### config.mk
export PLATFORM = sky130hd
export DESIGN_NAME = irq_aggregator
export DESIGN_NICKNAME = d
export VERILOG_FILES = /design/src/rtl/irqagg_pkg.sv /design/src/rtl/irqagg_mask_regs.sv /design/src/rtl/irqagg_pending.sv /design/src/rtl/irqagg_fast_route.sv /design/src/rtl/irq_aggregator.sv
export SDC_FILE = /design/constraint.sdc
export NUM_CORES = 1
export LEC_CHECK = 0
export BUFFER_PORTS_ARGS = -buffer_cell sky130_fd_sc_hd__clkbuf_2
export CAP_MARGIN = 30
export CORE_ASPECT_RATIO = 1.5
export CORE_UTILIZATION = 35
export DETAILED_ROUTE_END_ITERATION = 12
export MAX_ROUTING_LAYER = met4
export PLACE_DENSITY = 0.53
export SETUP_SLACK_MARGIN = 0.3
export SYNTH_ARGS = -nofsm -noshare
export SYNTH_HDL_FRONTEND = slang
export SYNTH_SLANG_ARGS = --single-unit
### constraint.sdc
create_clock -name clk -period 3.2 [get_ports clk]
set_input_delay 0.64 -clock clk [delete_from_list [all_inputs] [get_ports clk]]
set_output_delay 0.64 -clock clk [all_outputs]
set_load 0.02 [all_outputs]
### src/rtl/irqagg_pkg.sv
package irqagg_pkg;

  // Register identifiers; the numeric value equals the word offset.
  typedef enum logic [3:0] {
    RID_SUMMARY   = 4'd0,
    RID_PEND_LO   = 4'd1,
    RID_PEND_HI   = 4'd2,
    RID_FAST_CTRL = 4'd3,
    RID_EN_LO     = 4'd4,
    RID_EN_HI     = 4'd5,
    RID_EN_LOC    = 4'd6,
    RID_DIS_LO    = 4'd7,
    RID_DIS_HI    = 4'd8,
    RID_DIS_LOC   = 4'd9,
    RID_NONE      = 4'd15
  } reg_id_e;

  localparam int N_REGS   = 10;
  localparam int N_MIRROR = 11;

  // Peripheral lines copied into the summary word, lowest summary bit first.
  function automatic int mirror_line(input int slot);
    case (slot)
      0:       return 7;
      1:       return 9;
      2:       return 10;
      3:       return 18;
      4:       return 19;
      5:       return 53;
      6:       return 54;
      7:       return 55;
      8:       return 56;
      9:       return 57;
      default: return 62;
    endcase
  endfunction

endpackage

### src/rtl/irqagg_mask_regs.sv
module irqagg_mask_regs
  import irqagg_pkg::*;
#(
  parameter int N_PERIPH = 64,
  parameter int N_LOCAL  = 8,
  parameter int DATA_W   = 32,
  parameter int IDX_W    = 7
) (
  input  logic                clk,
  input  logic                rst_n,
  input  logic                wr_stb,
  input  reg_id_e             wr_id,
  input  logic [DATA_W-1:0]   wr_data,
  output logic [N_PERIPH-1:0] per_en,
  output logic [N_LOCAL-1:0]  loc_en,
  output logic                fast_en,
  output logic [IDX_W-1:0]    fast_idx
);

  localparam int PERIPH_WORDS = N_PERIPH / DATA_W;

  // One mask word per peripheral register pair.
  for (genvar w = 0; w < PERIPH_WORDS; w++) begin : g_word
    localparam reg_id_e SET_ID = reg_id_e'(4'(int'(RID_EN_LO) + w));
    localparam reg_id_e CLR_ID = reg_id_e'(4'(int'(RID_DIS_LO) + w));
    logic [DATA_W-1:0] en_word;

    always_ff @(posedge clk or negedge rst_n) begin
      if (!rst_n) begin
        en_word <= '0;
      end else if (wr_stb && wr_id == SET_ID) begin
        en_word <= en_word | wr_data;
      end else if (wr_stb && wr_id == CLR_ID) begin
        en_word <= en_word & ~wr_data;
      end
    end

    assign per_en[w*DATA_W +: DATA_W] = en_word;
  end

  always_ff @(posedge clk or negedge rst_n) begin
    if (!rst_n) begin
      loc_en <= '0;
    end else if (wr_stb && wr_id == RID_EN_LOC) begin
      loc_en <= loc_en | wr_data[N_LOCAL-1:0];
    end else if (wr_stb && wr_id == RID_DIS_LOC) begin
      loc_en <= loc_en & ~wr_data[N_LOCAL-1:0];
    end
  end

  always_ff @(posedge clk or negedge rst_n) begin
    if (!rst_n) begin
      fast_idx <= '0;
      fast_en  <= 1'b0;
    end else if (wr_stb && wr_id == RID_FAST_CTRL) begin
      fast_idx <= wr_data[IDX_W-1:0];
      fast_en  <= wr_data[IDX_W];
    end
  end

  AST_EN_ONLY_SETS: assert property (@(posedge clk) disable iff (!rst_n)
    (wr_stb && (wr_id == RID_EN_LO || wr_id == RID_EN_HI || wr_id == RID_EN_LOC))
      |=> (((per_en & $past(per_en)) == $past(per_en)) && ((loc_en & $past(loc_en)) == $past(loc_en))));

  AST_DIS_ONLY_CLEARS: assert property (@(posedge clk) disable iff (!rst_n)
    (wr_stb && (wr_id == RID_DIS_LO || wr_id == RID_DIS_HI || wr_id == RID_DIS_LOC))
      |=> (((per_en & ~$past(per_en)) == '0) && ((loc_en & ~$past(loc_en)) == '0)));

  AST_NO_STATE_WRITE: assert property (@(posedge clk) disable iff (!rst_n)
    (wr_stb && (wr_id == RID_NONE || wr_id == RID_SUMMARY || wr_id == RID_PEND_LO || wr_id == RID_PEND_HI))
      |=> ($stable(per_en) && $stable(loc_en) && $stable(fast_en) && $stable(fast_idx)));

endmodule

### src/rtl/irqagg_pending.sv
module irqagg_pending
  import irqagg_pkg::*;
#(
  parameter int N_PERIPH = 64,
  parameter int N_LOCAL  = 8,
  parameter int DATA_W   = 32
) (
  input  logic [N_PERIPH-1:0] per_lvl,
  input  logic [N_LOCAL-1:0]  loc_lvl,
  input  logic [N_PERIPH-1:0] per_en,
  input  logic [N_LOCAL-1:0]  loc_en,
  output logic [N_PERIPH-1:0] per_pend,
  output logic [DATA_W-1:0]   summary,
  output logic                any_pend
);

  localparam int PERIPH_WORDS = N_PERIPH / DATA_W;
  localparam int FLAG_BASE    = N_LOCAL;
  localparam int MIRROR_BASE  = N_LOCAL + PERIPH_WORDS;
  localparam int USED_BITS    = MIRROR_BASE + N_MIRROR;

  logic [N_LOCAL-1:0] loc_pend;

  assign per_pend = per_lvl & per_en;
  assign loc_pend = loc_lvl & loc_en;

  assign summary[N_LOCAL-1:0] = loc_pend;

  for (genvar w = 0; w < PERIPH_WORDS; w++) begin : g_flag
    assign summary[FLAG_BASE + w] = |per_pend[w*DATA_W +: DATA_W];
  end

  for (genvar m = 0; m < N_MIRROR; m++) begin : g_mirror
    localparam int LINE = mirror_line(m);
    assign summary[MIRROR_BASE + m] = per_pend[LINE];
  end

  assign summary[DATA_W-1:USED_BITS] = '0;

  assign any_pend = (|per_pend) | (|loc_pend);

endmodule

### src/rtl/irqagg_fast_route.sv
module irqagg_fast_route #(
  parameter int N_PERIPH = 64,
  parameter int N_LOCAL  = 8,
  parameter int IDX_W    = 7
) (
  input  logic [N_PERIPH-1:0] per_lvl,
  input  logic [N_LOCAL-1:0]  loc_lvl,
  input  logic                fast_en,
  input  logic [IDX_W-1:0]    fast_idx,
  output logic                fiq_next
);

  localparam int PER_SEL_W = $clog2(N_PERIPH);
  localparam int LOC_SEL_W = $clog2(N_LOCAL);

  logic [LOC_SEL_W-1:0] loc_sel;
  logic                 picked;

  assign loc_sel = LOC_SEL_W'(fast_idx - IDX_W'(N_PERIPH));

  always_comb begin
    picked = 1'b0;
    if (fast_idx < IDX_W'(N_PERIPH)) begin
      picked = per_lvl[fast_idx[PER_SEL_W-1:0]];
    end else if (fast_idx < IDX_W'(N_PERIPH + N_LOCAL)) begin
      picked = loc_lvl[loc_sel];
    end
  end

  assign fiq_next = fast_en & picked;

endmodule

### src/rtl/irq_aggregator.sv
module irq_aggregator
  import irqagg_pkg::*;
#(
  parameter int N_PERIPH = 64,
  parameter int N_LOCAL  = 8,
  parameter int ADDR_W   = 9,
  parameter int DATA_W   = 32,
  parameter int IDX_W    = 7
) (
  input  logic                clk,
  input  logic                rst_n,
  input  logic [N_PERIPH-1:0] periph_irq,
  input  logic [N_LOCAL-1:0]  local_irq,
  input  logic                bus_valid,
  input  logic                bus_write,
  input  logic [ADDR_W-1:0]   bus_addr,
  input  logic [DATA_W-1:0]   bus_wdata,
  output logic [DATA_W-1:0]   bus_rdata,
  output logic                irq_o,
  output logic                fiq_o
);

  localparam int WIDX_W   = ADDR_W - 2;
  localparam int N_SOURCE = N_PERIPH + N_LOCAL;

  logic [WIDX_W-1:0]   word_idx;
  reg_id_e             acc_id;
  logic [N_PERIPH-1:0] per_en;
  logic [N_LOCAL-1:0]  loc_en;
  logic                fast_en;
  logic [IDX_W-1:0]    fast_idx;
  logic [N_PERIPH-1:0] per_pend;
  logic [DATA_W-1:0]   summary;
  logic                any_pend;
  logic                fiq_next;
  logic [DATA_W-1:0]   rd_word;

  // Address decode: aligned words inside the map, everything else unmapped.
  assign word_idx = bus_addr[ADDR_W-1:2];
  always_comb begin
    if (bus_addr[1:0] == 2'b00 && word_idx < WIDX_W'(N_REGS)) begin
      acc_id = reg_id_e'(word_idx[3:0]);
    end else begin
      acc_id = RID_NONE;
    end
  end

  irqagg_mask_regs #(
    .N_PERIPH (N_PERIPH),
    .N_LOCAL  (N_LOCAL),
    .DATA_W   (DATA_W),
    .IDX_W    (IDX_W)
  ) u_regs (
    .clk      (clk),
    .rst_n    (rst_n),
    .wr_stb   (bus_valid & bus_write),
    .wr_id    (acc_id),
    .wr_data  (bus_wdata),
    .per_en   (per_en),
    .loc_en   (loc_en),
    .fast_en  (fast_en),
    .fast_idx (fast_idx)
  );

  irqagg_pending #(
    .N_PERIPH (N_PERIPH),
    .N_LOCAL  (N_LOCAL),
    .DATA_W   (DATA_W)
  ) u_pend (
    .per_lvl  (periph_irq),
    .loc_lvl  (local_irq),
    .per_en   (per_en),
    .loc_en   (loc_en),
    .per_pend (per_pend),
    .summary  (summary),
    .any_pend (any_pend)
  );

  irqagg_fast_route #(
    .N_PERIPH (N_PERIPH),
    .N_LOCAL  (N_LOCAL),
    .IDX_W    (IDX_W)
  ) u_fast (
    .per_lvl  (periph_irq),
    .loc_lvl  (local_irq),
    .fast_en  (fast_en),
    .fast_idx (fast_idx),
    .fiq_next (fiq_next)
  );

  // Read selection.
  always_comb begin
    case (acc_id)
      RID_SUMMARY:   rd_word = summary;
      RID_PEND_LO:   rd_word = per_pend[0 +: DATA_W];
      RID_PEND_HI:   rd_word = per_pend[DATA_W +: DATA_W];
      RID_FAST_CTRL: rd_word = DATA_W'({fast_en, fast_idx});
      RID_EN_LO:     rd_word = per_en[0 +: DATA_W];
      RID_EN_HI:     rd_word = per_en[DATA_W +: DATA_W];
      RID_EN_LOC:    rd_word = DATA_W'(loc_en);
      RID_DIS_LO:    rd_word = ~per_en[0 +: DATA_W];
      RID_DIS_HI:    rd_word = ~per_en[DATA_W +: DATA_W];
      RID_DIS_LOC:   rd_word = ~DATA_W'(loc_en);
      default:       rd_word = '0;
    endcase
  end

  always_ff @(posedge clk or negedge rst_n) begin
    if (!rst_n) begin
      bus_rdata <= '0;
    end else if (bus_valid && !bus_write) begin
      bus_rdata <= rd_word;
    end
  end

  always_ff @(posedge clk or negedge rst_n) begin
    if (!rst_n) begin
      irq_o <= 1'b0;
      fiq_o <= 1'b0;
    end else begin
      irq_o <= any_pend;
      fiq_o <= fiq_next;
    end
  end

  AST_FIQ_QUIET_WHEN_OFF: assert property (@(posedge clk) disable iff (!rst_n)
    !fast_en |=> !fiq_o);

  AST_FIQ_NO_TARGET: assert property (@(posedge clk) disable iff (!rst_n)
    (fast_idx >= IDX_W'(N_SOURCE)) |=> !fiq_o);

  AST_IRQ_NEEDS_ENABLE: assert property (@(posedge clk) disable iff (!rst_n)
    (per_en == '0 && loc_en == '0) |=> !irq_o);

  AST_UNMAPPED_READ_ZERO: assert property (@(posedge clk) disable iff (!rst_n)
    (bus_valid && !bus_write && acc_id == RID_NONE) |=> (bus_rdata == '0));

  AST_RDATA_HOLDS: assert property (@(posedge clk) disable iff (!rst_n)
    !bus_valid |=> $stable(bus_rdata));

endmodule

==> summary.txt <==
Clock tree
  • Hold Buf Count CTS: 0
  • # clock sinks: roughly 110
  • H-tree levels: 4
  • Num CTS Buffers: 17
  • CTS Buffer Depth: 2
  • Post-CTS Resized: 0
  • CTS tree: yes
  • Clock Root Buffer: clkbuf_16
  • Worst-skew pair later-pin latency: 420 ps
  • Setup bufs post-CTS: 0
  • Worst-path clk slew: 50 ps

GRT
  • Vias in the first global route: 7,693
  • Gr usage total: 0.3304
  • First-pass GRT wire length: about 50 mm
  • Initial antenna violation count: 0
  • Pin count of the biggest net entering global routing: 59
  • Total grt overflow: 0

Finish
  • Antenna diode count: 0
  • Fill count: around 2,100
  • Design area: 0.009329 mm²
  • Finished Layout Cells: 1,250
  • Area delta synth->final: 24.39%
  • Share of layout cells above drive strength 1: 0.2892
  • Final #Nets: approximately 1,100

Floorplan
  • IO Count: roughly 150
  • Chip height: ~180 µm
  • Starting Density: 0.3560
  • Die area: 0.02203 mm²
  • # rows: 65
  • Core Region: roughly 0.021 mm²
  • Die X: 121.5 µm

Synthesis
  • Post-synthesis sequential area ratio: 0.3804
  • EDFF count, synth: 0
  • Ys flop type: dfrtp_1
  • Mapped Cells: 810
  • Post-synth cell types: 62
  • Post-Syn Area: between 0.007 and 0.008 mm²
  • Yosys warnings: 0
  • Post-synth ARST share: 1.000
  • Avg Synthesized Cell Area: 9.259 µm²
  • Yosys reg bits: ~110
  • Post-Syn Nets: 927

Critical path
  • Crit path kind: reg2reg
  • R2R Setup Slk: ~650 ps
  • Worst Setup End Kind: register
  • Max stage delay on crit path: about 600 ps
  • CP Data Arrival Time: 2860 ps
  • Cell at the slowest stage of the critical path: or4_1
  • Cell chain of the critical path: a22o_1 > a221oi_1 > nand4_1 > or4_1 > a222oi_1 > buf_4 > o21ai_1
  • CP Launch Type: register
  • Worst path required time: ~3500 ps
  • CP Max Fanout: 4

STA
  • Clock Skew: between 7 and 8 ps
  • Worst slew pin tran: roughly 700 ps
  • RSZ-0062 raised after global routing: false
  • Final max-slew violation count: 0
  • Total negative slack: 0 ps
  • Period Utilization, post-route: 0.7979
  • Slew margin rel.: 0.5329
  • Final setup vio count: 0
  • Hold Fails Final Rpt: 0
  • Maximum achievable frequency: 0.3917 GHz
  • Final min period: roughly 2600 ps

Route
  • Antenna viol nets, final: 0
  • Pre-antenna DRT Iters: 6
  • Remaining DRCs: 0
  • Routed vias/inst: between 6 and 7
  • Vias after detailed routing: ~7,900
  • Drt initial violations: 765
  • Wire per inst: roughly 27 µm
  • Total Routed Length: approximately 34 mm

Run status
  • Outcome: completed

Placement
  • Final HPWL DP: 26.68 mm
  • Input/output buffers: 150
  • Area after DPL: about 0.009 mm²
  • Placed Instances: 1,218
  • Placer Congestion: between 1 and 1.5

Run
  • Max-cap viol count: 0

Worst hold path
  • Hold Path Class: in2async

Pwr
  • Pwr dens: 412.4 mW/mm²
  • P_leak: roughly 4.2 nW
  • Max VDD drop: between 0.4 and 0.5 mV
==> cells in the final DEF, fill, tap and decap left out, types with 17 or more instances in the layout <==
cell type | netlist | layout
mux4_2 | 19 | 19
o21ai_0 | 38 | 38
buf_4 | 0 | 48
a21oi_1 | 48 | 48
nand3_1 | 27 | 27
clkbuf_16 | 0 | 17
nor2_1 | 33 | 33
a31oi_1 | 19 | 19
dfrtp_1 | 114 | 114
clkbuf_2 | 0 | 149
a22o_1 | 92 | 92
a21o_1 | 27 | 27
nand2_1 | 128 | 128
a22oi_1 | 18 | 18
==> critical path: cells and delay by family, from the launching register on <==
kind	cells	cell delay, ps
AO/OA/AOI/OAI	4	1070
AND/OR/NAND/NOR	2	730
flip-flops	1	440
buffers and inverters	1	200
==> final timing paths <==
| kind | depth (start not counted) | start | to |
|---|---|---|---|
| max in group asynchronous | 2 | rst_n | asynchronous set/reset pin |
| max | 7 | register | bus_rdata[8]$_DFFE_PN0P_ |
| min | 1 | rst_n | asynchronous set/reset pin |
| min reg2reg | 2 | bus_rdata[14]$_DFFE_PN0P_ | bus_rdata[14]$_DFFE_PN0P_ |
| min in group clk | 2 | bus_wdata[15] | register |
| max reg2reg | 7 | register | bus_rdata[8]$_DFFE_PN0P_ |
==> cells by family (layout without fill, tap and decap cells) <==
kind of cell / after synthesis / count (layout) / share of synthesized area
muxes: 36 / 36 / 0.08142
buffers and inverters: 65 / 237 / 0.04254
and+or+nand+nor: 275 / 275 / 0.1907
AOI/OAI and AO/OA: 320 / 320 / 0.3050
DFF: 114 / 114 / 0.3804
==> layer usage <==
layer / part of all wire / track usage
met5: 0 / -
met4: 0.063 / 0.2030
met3: 0.058 / 0.05145
met2: 0.50 / 0.5286
met1: 0.38 / 0.3842
==> stage by stage <==
stage	hold slack (ps)	setup WS [ps]	utilization	total power [mW]
after floorplan	344.4	631.1	-	1.711
after global placement	471.0	245.2	0.4153	1.999
after detailed placement	476.6	216.4	0.4153	1.998
after CTS	117.8	641.5	0.4429	3.882
after global routing	134.4	523.1	0.4429	3.980
final	125.7	646.8	0.4429	3.847
==> Yosys cell counts, drive strengths merged (3+ instances only) <==
| master | count | area (µm²) |
|---|---|---|
| nand2 | 129 | 486.7 |
| dfrtp | 114 | 2853 |
| a22o | 92 | 805.8 |
| o21ai | 50 | 250.2 |
| a21oi | 48 | 240.2 |
| clkbuf | 36 | 135.1 |
| nor2 | 34 | 143.9 |
| nand3 | 28 | 145.1 |
| a21o | 27 | 202.7 |
| buf | 26 | 172.7 |
| a31oi | 19 | 118.9 |
| mux4 | 19 | 427.9 |
| a22oi | 18 | 135.1 |
| nor2b | 15 | 93.84 |
| nor3 | 14 | 91.34 |
| o22ai | 14 | 87.58 |
| a211oi | 13 | 107.6 |
| mux2 | 10 | 112.6 |
| nor4 | 10 | 143.9 |
| o221ai | 10 | 87.58 |
| nand4 | 9 | 56.30 |
| nor3b | 8 | 60.06 |
| mux2i | 7 | 70.07 |
| a221oi | 6 | 52.55 |
| nand2b | 6 | 37.54 |
| a32oi | 5 | 43.79 |
| nor4b | 5 | 43.79 |
| or2 | 5 | 33.79 |
| a311oi | 3 | 26.28 |
| and2 | 3 | 18.77 |
| inv | 3 | 11.26 |
| o211ai | 3 | 22.52 |
| or4 | 3 | 22.52 |
==> final cells by class <==
cell class,count,area (µm²),area share
clock buffers,21,470.5,0.05043
clock inverters,11,110.1,0.01180
inverters,3,11.26,0.001207
multi-input cells,631,4343,0.4655
flip-flops and latches,114,2853,0.3058
well taps,268,335.3,0.03594
repair buffers,202,1206,0.1293
==> where the power goes <==
part,internal [mW],switching [mW]
clock network,1.19,0.670
logic,0.178,0.312
registers,1.46,0.0313
No activity file was read; power rests on OpenSTA's default activity.
